--- config.mk ---
export PLATFORM = sky130hd
export DESIGN_NAME = hsbus_slave
export DESIGN_NICKNAME = d
export VERILOG_FILES = /design/src/rtl/hsbus_pkg.sv /design/src/rtl/hsbus_sync.sv /design/src/rtl/hsbus_ctrl.sv /design/src/rtl/hsbus_frame.sv /design/src/rtl/hsbus_slave.sv
export SDC_FILE = /design/constraint.sdc
export NUM_CORES = 1
export LEC_CHECK = 0
export ABC_CLOCK_PERIOD_IN_PS = 2600
export BUFFER_PORTS_ARGS = -buffer_cell sky130_fd_sc_hd__buf_2
export CAP_MARGIN = 20
export CORE_UTILIZATION = 30
export CTS_CLUSTER_SIZE = 14
export DETAILED_ROUTE_END_ITERATION = 7
export PLACE_DENSITY = 0.57
export SLEW_MARGIN = 30
export SYNTH_ARGS = -nofsm -noshare
export SYNTH_HDL_FRONTEND = slang
export SYNTH_HIERARCHICAL = 1
export SYNTH_SLANG_ARGS = --single-unit
export TNS_END_PERCENT = 5
--- constraint.sdc ---
create_clock -name clk -period 2.6 [get_ports clk]
set_clock_uncertainty 0.05 [all_clocks]
set_input_delay 0.52 -clock clk [delete_from_list [all_inputs] [get_ports clk]]
set_output_delay 0.52 -clock clk [all_outputs]
set_load 0.1 [all_outputs]
--- src/rtl/hsbus_pkg.sv ---
package hsbus_pkg;

  localparam int BYTE_W = 8;

  localparam logic [BYTE_W-1:0] CMD_READ  = 8'h00;
  localparam logic [BYTE_W-1:0] CMD_WRITE = 8'h01;

  typedef enum logic [2:0] {
    ST_IDLE,
    ST_RX_HI,
    ST_RX_LO,
    ST_EXEC,
    ST_TX_HI,
    ST_TX_LO,
    ST_ACK
  } hs_state_e;

endpackage

--- src/rtl/hsbus_sync.sv ---
module hsbus_sync #(
  parameter int N      = 3,
  parameter int STAGES = 2
) (
  input  logic         clk,
  input  logic         rst_n,
  input  logic [N-1:0] async_in,
  output logic [N-1:0] sync_out
);

  genvar g;
  generate
    for (g = 0; g < N; g++) begin : g_bit
      logic [STAGES-1:0] chain;
      always_ff @(posedge clk or negedge rst_n) begin
        if (!rst_n) begin
          chain <= '0;
        end else begin
          chain <= {chain[STAGES-2:0], async_in[g]};
        end
      end
      assign sync_out[g] = chain[STAGES-1];
    end
  endgenerate

endmodule

--- src/rtl/hsbus_ctrl.sv ---
module hsbus_ctrl
  import hsbus_pkg::*;
#(
  parameter int RX_BYTES = 6,
  parameter int TX_BYTES = 4,
  parameter int CNT_W    = 3
) (
  input  logic             clk,
  input  logic             rst_n,
  input  logic             abort_s,
  input  logic             start_s,
  input  logic             hs_s,
  output hs_state_e        state_o,
  output logic [CNT_W-1:0] cnt_o,
  output logic             hs_slave_o,
  output logic             ack_o,
  output logic             rx_take_o,
  output logic             exec_o,
  output logic             tx_phase_o,
  output logic             tx_last_o
);

  localparam logic [CNT_W-1:0] RX_LAST = CNT_W'(RX_BYTES - 1);
  localparam logic [CNT_W-1:0] TX_LAST = CNT_W'(TX_BYTES - 1);

  hs_state_e        state;
  logic [CNT_W-1:0] cnt;
  logic             hs_q;
  logic             ack_q;
  logic             rx_last;

  assign rx_last = (state == ST_RX_LO) && !hs_s && (cnt == RX_LAST);

  always_ff @(posedge clk or negedge rst_n) begin
    if (!rst_n) begin
      state <= ST_IDLE;
      cnt   <= '0;
      hs_q  <= 1'b0;
      ack_q <= 1'b0;
    end else if (abort_s) begin
      state <= ST_IDLE;
      cnt   <= '0;
      hs_q  <= 1'b0;
      ack_q <= 1'b0;
    end else begin
      case (state)
        ST_IDLE: begin
          cnt <= '0;
          if (start_s) state <= ST_RX_HI;
        end
        ST_RX_HI: begin
          if (hs_s) begin
            hs_q  <= 1'b1;
            state <= ST_RX_LO;
          end
        end
        ST_RX_LO: begin
          if (!hs_s) begin
            hs_q <= 1'b0;
            if (rx_last) begin
              cnt   <= '0;
              state <= ST_EXEC;
            end else begin
              cnt   <= cnt + 1'b1;
              state <= ST_RX_HI;
            end
          end
        end
        ST_EXEC: begin
          state <= ST_TX_HI;
        end
        ST_TX_HI: begin
          if (hs_s) begin
            hs_q  <= 1'b1;
            state <= ST_TX_LO;
          end
        end
        ST_TX_LO: begin
          if (!hs_s) begin
            hs_q <= 1'b0;
            if (cnt == TX_LAST) begin
              ack_q <= 1'b1;
              state <= ST_ACK;
            end else begin
              cnt   <= cnt + 1'b1;
              state <= ST_TX_HI;
            end
          end
        end
        ST_ACK: begin
          if (!start_s) begin
            ack_q <= 1'b0;
            state <= ST_IDLE;
          end
        end
        default: state <= ST_IDLE;
      endcase
    end
  end

  assign state_o    = state;
  assign cnt_o      = cnt;
  assign hs_slave_o = hs_q;
  assign ack_o      = ack_q;
  assign rx_take_o  = (state == ST_RX_HI) && hs_s;
  assign exec_o     = (state == ST_EXEC);
  assign tx_phase_o = (state == ST_TX_HI) || (state == ST_TX_LO);
  assign tx_last_o  = (state == ST_TX_LO) && !hs_s && (cnt == TX_LAST);

endmodule

--- src/rtl/hsbus_frame.sv ---
module hsbus_frame
  import hsbus_pkg::*;
#(
  parameter int WORD_BYTES = 4,
  parameter bit STATUS_EN  = 1'b0,
  parameter int TX_BYTES   = 4,
  parameter int CNT_W      = 3
) (
  input  logic                    clk,
  input  logic                    rst_n,
  input  logic [BYTE_W-1:0]       bus_in,
  input  logic                    take,
  input  logic [CNT_W-1:0]        cnt,
  input  logic                    exec,
  input  logic                    tx_phase,
  input  logic [WORD_BYTES*8-1:0] rf_rdata,
  output logic [BYTE_W-1:0]       rf_addr,
  output logic [WORD_BYTES*8-1:0] rf_wdata,
  output logic                    rf_we,
  output logic [BYTE_W-1:0]       bus_out
);

  localparam int WORD_W  = WORD_BYTES * BYTE_W;
  localparam int REPLY_W = TX_BYTES * BYTE_W;

  logic [BYTE_W-1:0]  cmd_q;
  logic [BYTE_W-1:0]  reg_q;
  logic [WORD_W-1:0]  wdata_q;
  logic [REPLY_W-1:0] reply_q;
  logic [REPLY_W-1:0] reply_next;

  function automatic logic [WORD_W-1:0] pick_reply(
    input logic [BYTE_W-1:0] cmd,
    input logic [WORD_W-1:0] rd,
    input logic [WORD_W-1:0] wd
  );
    case (cmd)
      CMD_READ:  return rd;
      CMD_WRITE: return wd;
      default:   return '0;
    endcase
  endfunction

  function automatic logic [WORD_W-1:0] make_status(
    input logic [BYTE_W-1:0] cmd,
    input logic [BYTE_W-1:0] regno
  );
    return WORD_W'({regno, cmd});
  endfunction

  always_ff @(posedge clk or negedge rst_n) begin
    if (!rst_n) begin
      cmd_q   <= '0;
      reg_q   <= '0;
      wdata_q <= '0;
    end else if (take) begin
      if (cnt == CNT_W'(0)) cmd_q <= bus_in;
      if (cnt == CNT_W'(1)) reg_q <= bus_in;
      for (int i = 0; i < WORD_BYTES; i++) begin
        if (cnt == CNT_W'(i + 2)) wdata_q[8*i +: 8] <= bus_in;
      end
    end
  end

  generate
    if (STATUS_EN) begin : g_status
      assign reply_next = {make_status(cmd_q, reg_q), pick_reply(cmd_q, rf_rdata, wdata_q)};
    end else begin : g_plain
      assign reply_next = pick_reply(cmd_q, rf_rdata, wdata_q);
    end
  endgenerate

  always_ff @(posedge clk or negedge rst_n) begin
    if (!rst_n) begin
      reply_q <= '0;
    end else if (exec) begin
      reply_q <= reply_next;
    end
  end

  always_comb begin
    bus_out = '0;
    if (tx_phase) begin
      for (int i = 0; i < TX_BYTES; i++) begin
        if (cnt == CNT_W'(i)) bus_out = reply_q[8*i +: 8];
      end
    end
  end

  assign rf_addr  = reg_q;
  assign rf_wdata = wdata_q;
  assign rf_we    = exec && (cmd_q == CMD_WRITE);

endmodule

--- src/rtl/hsbus_slave.sv ---
module hsbus_slave
  import hsbus_pkg::*;
#(
  parameter int WORD_BYTES  = 4,
  parameter bit STATUS_EN   = 1'b0,
  parameter int SYNC_STAGES = 2
) (
  input  logic                    clk,
  input  logic                    rst_n,
  input  logic                    host_rst_in,
  input  logic                    start_in,
  input  logic                    rw_in,
  input  logic                    hs_host_in,
  input  logic [7:0]              bus_in,
  output logic [7:0]              bus_out,
  output logic                    bus_oe,
  output logic                    hs_slave_out,
  output logic                    ack_out,
  output logic [7:0]              rf_addr,
  output logic [WORD_BYTES*8-1:0] rf_wdata,
  output logic                    rf_we,
  input  logic [WORD_BYTES*8-1:0] rf_rdata
);

  localparam int RX_BYTES = 2 + WORD_BYTES;
  localparam int TX_BYTES = STATUS_EN ? 2 * WORD_BYTES : WORD_BYTES;
  localparam int MAX_B    = (RX_BYTES > TX_BYTES) ? RX_BYTES : TX_BYTES;
  localparam int CNT_W    = $clog2(MAX_B);

  logic [2:0]       sync_vec;
  logic             abort_s;
  logic             start_s;
  logic             hs_s;
  logic             rw_q;
  hs_state_e        state;
  logic [CNT_W-1:0] cnt;
  logic             rx_take;
  logic             exec;
  logic             tx_phase;
  logic             tx_last;

  hsbus_sync #(.N(3), .STAGES(SYNC_STAGES)) u_sync (
    .clk      (clk),
    .rst_n    (rst_n),
    .async_in ({host_rst_in, hs_host_in, start_in}),
    .sync_out (sync_vec)
  );

  assign abort_s = sync_vec[2];
  assign hs_s    = sync_vec[1];
  assign start_s = sync_vec[0];

  always_ff @(posedge clk or negedge rst_n) begin
    if (!rst_n) rw_q <= 1'b1;
    else        rw_q <= rw_in;
  end

  hsbus_ctrl #(.RX_BYTES(RX_BYTES), .TX_BYTES(TX_BYTES), .CNT_W(CNT_W)) u_ctrl (
    .clk        (clk),
    .rst_n      (rst_n),
    .abort_s    (abort_s),
    .start_s    (start_s),
    .hs_s       (hs_s),
    .state_o    (state),
    .cnt_o      (cnt),
    .hs_slave_o (hs_slave_out),
    .ack_o      (ack_out),
    .rx_take_o  (rx_take),
    .exec_o     (exec),
    .tx_phase_o (tx_phase),
    .tx_last_o  (tx_last)
  );

  hsbus_frame #(
    .WORD_BYTES (WORD_BYTES),
    .STATUS_EN  (STATUS_EN),
    .TX_BYTES   (TX_BYTES),
    .CNT_W      (CNT_W)
  ) u_frame (
    .clk      (clk),
    .rst_n    (rst_n),
    .bus_in   (bus_in),
    .take     (rx_take),
    .cnt      (cnt),
    .exec     (exec),
    .tx_phase (tx_phase),
    .rf_rdata (rf_rdata),
    .rf_addr  (rf_addr),
    .rf_wdata (rf_wdata),
    .rf_we    (rf_we),
    .bus_out  (bus_out)
  );

  assign bus_oe = tx_phase && !rw_q;

endmodule

==> impl_metrics.ini, run 1 <==
[outcome]
status = finished, final reports clean

[floorplanning]
core_mm2 = 0.0153
fp.dieW_um = 128
fp.dieArea_mm2 = 0.0163
fp.dieH_um = 128
rows = 45
ios = 98
initial_utilization = 0.310

[global_route]
antenna_found_initial = 1
grt_max_degree = 44
grt_use_total = 0.156
grt_pass1_wl_um = 18900
grt-ovfl-total = 0
first_global_vias = 3352

[critical_path]
r2r_slack_ns = 0.41
cp_cell_sequence = mux4_2 -> and2_1 -> buf_4
critPathTopFamily = flip-flops
endpoint_kind = output pin
reg2regPathDepth = 6
worst-path-buf-inv = 1
critPathArrivalTime_ns = 1.94
path_class = register to output pin
reg2reg_from = u_ctrl/cnt_o[1]$_DFFE_PN0P_
cp_data_required_time_ns = 2.03
r2r-end = u_ctrl/cnt_o[0]$_DFFE_PN0P_
path_max_fanout = 16
critPathSlowestCell = dfrtp_1
max_stage_delay_ns = 0.79
cp-start-kind = register

[timing]
setup_viol = 0
setup_slack_ns = 0.0934
worst_pin_slew_ns = 0.701
relSlewSlack = 0.533
hold_viol = 0
fin_setup_tns_ns = 0
fmax_mhz = 399
fin_crit_ns = 2.51
slew_viol_final = 0
min_period_over_period = 0.964
rsz0062_at_grt = no

[synth]
synth_warnings = 6
synth_nets = 399
syn_inst = 350
syn_area_mm2 = 0.00475
syn_area_per_cell_um2 = 13.6

[power_and_ir_drop]
total_power_mw = 4.63
p_leak_nw = 2.79
combPwrFrac = 0.276
power.share.clock = 0.286
pwr_density_cell_mw_per_mm2 = 783
swShare = 0.325
p_seq_frac = 0.438
vdd_drop_max_mv = 0.371
power.switching_mw = 1.51
internal_power_mw = 3.12

[place]
place.gp.congestion = 0.830
place_area_mm2 = 0.00560
port_buffers = 97
place_ws_ns = 0.332
dp_hpwl_um = 8570

[cts]
root_buffer = clkbuf_16
clkLatencyLatePin_ns = 0.35
cts_tree = built
cts_buffer_depth = 2
clk_pin_slew_ns = 0.07
h-tree-depth = 3
cts_sinks = 95
cts_inserted_buffers = 9
cts_setup_buffers = 0

[final_layout]
syn2layout_area_growth_pct = 24.4
nets = 495
design_area_mm2 = 0.00591
drive_gt1_frac = 0.521

[detailed_routing]
firstDrtPassIters = 4
route.detailed.drc = 0
ant_nets = 0
wirelength_um = 12000
via_per_inst = 4.82
drt-initial-drc-count = 190
num_vias = 3194
avgRoutedWirePerCell_um = 18.1

[worst_hold_path]
hp-class = input pin to async pin

[flow_run]
max-cap-violations = 0
## stage by stage
stage	util	instances	hold WS [ns]
final	0.386	663	0.120
after global routing	0.386	662	0.156
after CTS	0.386	662	0.130
after detailed placement	0.366	646	0.285
after global placement	0.366	646	0.285
after floorplan	-	350	0.174
## worst max path at each step
stage                             startpoint    endpoint  slack, ns  cells past startpoint
2_1_floorplan  u_ctrl/state_o[2]$_DFFE_PN0P_       rf_we      -0.34                      8
3_3_place_gp   u_ctrl/state_o[2]$_DFFE_PN0P_  bus_out[3]       0.40                      5
3_5_place_dp   u_ctrl/state_o[2]$_DFFE_PN0P_  bus_out[4]       0.33                      5
4_1_cts        u_ctrl/state_o[2]$_DFFE_PN0P_       rf_we       0.02                      5
5_1_grt          u_ctrl/cnt_o[1]$_DFFE_PN0P_  bus_out[3]     0.0005                      3
6_report         u_ctrl/cnt_o[1]$_DFFE_PN0P_  bus_out[3]       0.09                      3
## cells in the final DEF (no fill, tap or decap), types with 2 or more instances in the layout
| cell type | n |
|---|---|
| a21oi_1 | 5 |
| a311oi_1 | 2 |
| and2_1 | 8 |
| buf_12 | 7 |
| buf_2 | 87 |
| buf_4 | 20 |
| clkbuf_16 | 9 |
| clkinv_2 | 3 |
| clkinvlp_4 | 2 |
| dfrtp_1 | 92 |
| dfrtp_2 | 2 |
| ha_1 | 3 |
| inv_1 | 36 |
| mux2_2 | 48 |
| mux2i_1 | 32 |
| mux4_2 | 8 |
| nand2_1 | 3 |
| nand2b_1 | 3 |
| nand3_1 | 2 |
| nand4b_2 | 2 |
| nor2_1 | 3 |
| nor2b_1 | 2 |
| nor2b_4 | 2 |
| nor4bb_2 | 2 |
| o211ai_1 | 2 |
| o21ai_0 | 6 |
| o32ai_1 | 5 |
| o32ai_2 | 29 |
| or2_2 | 2 |
## cell type report
type	instances	area (µm²)
antenna	1	2.50
clock buffer	10	239
clock inverter	6	60.1
fill	1506	9400
inverter	38	145
multi-input combinational	188	2090
sequential	95	2380
tap	211	264
timing repair buffer	114	726
## state kept, by name (all words and copies together) (netlist names)
register / cells
u_ctrl/state_o: 3
u_frame/cmd_q: 8
u_frame/rf_wdata: 32
u_sync/g_bit.chain: 6
rw_q: 1
u_ctrl/ack_o: 1
u_frame/rf_addr: 8
u_ctrl/hs_slave_o: 1
u_frame/reply_q: 32
u_ctrl/cnt_o: 3
## worst register-to-register path: cells and delay by family, from the launching register on
family / cells / cell delay [ns]
AO/OA/AOI/OAI: 2 / 0.34
adder cells (fa/ha/maj): 2 / 0.49
buffers and inverters: 1 / 0.06
flip-flops: 1 / 0.79
AND/OR/NAND/NOR: 1 / 0.37
## repair_timing
item                                   CTS  global route
pin swaps                                0             1
endpoints found under the hold margin    0             0
resized for setup                        3             1
setup endpoints to repair                3             3
hold buffers                             0             0
## power groups by stage
stage / registers, mW / clock network (mW) / logic (mW)
floorplan: 2.15 / 0 / 0.851
global placement: 2.05 / 0 / 1.27
detailed placement: 2.06 / 0 / 1.29
CTS: 2.03 / 1.37 / 1.29
global route: 2.06 / 1.43 / 1.38
finish: 2.03 / 1.32 / 1.28
## layer usage
metal  GRT usage  wire [µm]  vias up
met5           0          0        -
li1            -          -     1474
met1       0.203       5540     1602
met2       0.238       5420      100
met3      0.0422        677       18
met4      0.0789        363        0
No activity file was read; power rests on OpenSTA's default activity.
==> run 2: changes to the inputs <==
- CORE_UTILIZATION: 30 -> 50
- PLACE_DENSITY: 0.57 -> 0.82
==> run 2 against run 1 <==
Net effect:
- setup slack got worse by 0.053 ns
- largest cell class unchanged
- non-clock buffer count decreased by 2
- sequential share of layout area increased by 1.7 points
- critical path depth increased by 2
- flip-flop and latch count unchanged
- register-to-register slack improved by 0.05 ns
- core utilization increased by 23 points
- critical path type unchanged
- cell count decreased by 13%
==> impl_metrics.ini, run 2 (synthesis gave the netlist of run 1 again) <==
[critical_path]
critPathSlowestCell = or4b_4
cp_cell_sequence = inv_4 -> and3_2 -> or4b_4 -> nor3_4 -> buf_12
reg2reg_from = u_ctrl/state_o[1]$_DFFE_PN0P_
worst-path-buf-inv = 2
r2r-end = u_frame/rf_wdata[20]$_DFFE_PN0P_
critPathArrivalTime_ns = 1.99
path_class = register to output pin
max_stage_delay_ns = 0.48
path_max_fanout = 7
reg2regPathDepth = 6
r2r_slack_ns = 0.46
cp_data_required_time_ns = 2.03
cp-start-kind = register
endpoint_kind = output pin
critPathTopFamily = simple AND/OR/NAND/NOR gates

[cts]
clk_pin_slew_ns = 0.10
clkLatencyLatePin_ns = 0.38
cts_hold_buf = 0
cts_buffer_depth = 2
cts_inserted_buffers = 9
cts_tree = built
root_buffer = clkbuf_8
cts_sinks = 95
h-tree-depth = 3
cts_setup_buffers = 0

[power_and_ir_drop]
p_leak_nw = 2.73
vdd_drop_max_mv = 0.409
total_power_mw = 4.22
pwr_density_cell_mw_per_mm2 = 745

[detailed_routing]
drt-initial-drc-count = 191
wirelength_um = 10800
route.detailed.drc = 0
avgRoutedWirePerCell_um = 18.8
num_vias = 3258
ant_nets = 0
firstDrtPassIters = 4
via_per_inst = 5.64

[timing]
fin_crit_ns = 2.56
slew_viol_final = 0
rsz0062_at_grt = yes
worst_pin_slew_ns = 0.557
hold_viol = 0
relSlewSlack = 0.629
fmax_mhz = 391
setup_viol = 0
min_period_over_period = 0.984

[final_layout]
drive_gt1_frac = 0.521
final_common_cell = dfrtp_1
syn2layout_area_growth_pct = 19.4
final_util = 0.614
n_fill_cell = 716
nets = 493
insertedDiodeCount = 0
final_cell_mix = 92 x dfrtp_1, 87 x buf_2, 48 x mux2_2

[global_route]
busiest_layer = met2
grt-ovfl-total = 0
first_global_vias = 3287
grt_max_degree = 55
grt_use_met2 = 0.378
met3_usage = 0.0351
antenna_found_initial = 0
grt_use_total = 0.236
grt_pass1_wl_um = 17600
met1_usage = 0.326

[worst_hold_path]
hp-class = input pin to async pin

[floorplanning]
rows = 35
fp.dieW_um = 99.5
fp.dieH_um = 99.5
core_mm2 = 0.00924
fp.dieArea_mm2 = 0.00989
ios = 98
initial_utilization = 0.514

[outcome]
status = finished, final reports clean

[place]
port_buffers = 97
dp_hpwl_um = 7650
place.gp.congestion = 0.896

[flow_run]
max-cap-violations = 0
## run 2: changes by cell type in the layout (fill, tap and decap cells not counted), sizes merged
cell,previous run,this run
buf,114,112
bufinv,1,0
clkbuf,10,9
clkinv,3,2
diode,1,0
inv,38,41
## run 2: metrics by stage
stage | worst slack [ns] | setup TNS [ns] | cell area (µm²) | hold slack [ns] | cells
after CTS | 0.0156 | 0 | 5670 | 0.0837 | 578
after global routing | -0.0512 | -0.125 | 5670 | 0.0988 | 578
after global placement | 0.389 | 0 | 5480 | 0.284 | 562
after detailed placement | 0.345 | 0 | 5480 | 0.288 | 562
final | 0.0409 | 0 | 5670 | 0.0607 | 578
after floorplan | -0.340 | -0.340 | 4790 | 0.174 | 350
## run 2: how the worst max path moves through the flow
stage | from | endpoint | slack, ns | cells past startpoint
2_1_floorplan | u_ctrl/state_o[2]$_DFFE_PN0P_ | rf_we | -0.34 | 8
3_3_place_gp | u_ctrl/cnt_o[1]$_DFFE_PN0P_ | bus_out[4] | 0.39 | 3
3_5_place_dp | u_ctrl/cnt_o[1]$_DFFE_PN0P_ | bus_out[4] | 0.35 | 3
4_1_cts | u_ctrl/state_o[2]$_DFFE_PN0P_ | rf_we | 0.02 | 5
5_1_grt | u_ctrl/state_o[2]$_DFFE_PN0P_ | rf_we | -0.05 | 5
6_report | u_ctrl/state_o[2]$_DFFE_PN0P_ | rf_we | 0.04 | 5
## run 2: power by group
group	total [mW]	internal, mW	switching [mW]
clock	0.915	0.358	0.557
sequential	2.04	1.81	0.236
combinational	1.27	0.537	0.730
## run 2: final cells by class
| type | instances | area [µm²] | share of cell area |
|---|---|---|---|
| clock inverters | 7 | 55.1 | 0.00970 |
| clock buffers | 9 | 124 | 0.0218 |
| well taps | 129 | 161 | 0.0285 |
| inverters | 38 | 145 | 0.0256 |
| repair buffers | 112 | 711 | 0.125 |
| flip-flops and latches | 95 | 2380 | 0.420 |
| multi-input cells | 188 | 2100 | 0.369 |
## run 2: layer usage
metal	vias up	wire length [µm]
li1	1473	-
met1	1667	4800
met2	105	5310
met3	13	590
met4	0	149
met5	-	0
## run 2: what timing repair did
item / in CTS / in global routing
endpoints found under the setup margin: 9 / 9
pin swaps: 1 / 0
resized for setup: 4 / 1
hold endpoints to repair: 0 / 0
## run 2: worst register-to-register path, cell delays in order (launching register included)
cell and delay (ns):
dfrtp_1 0.40, buf_4 0.18, inv_2 0.11, and4_1 0.34
nor4bb_1 0.35, buf_4 0.24, mux2_2 0.35
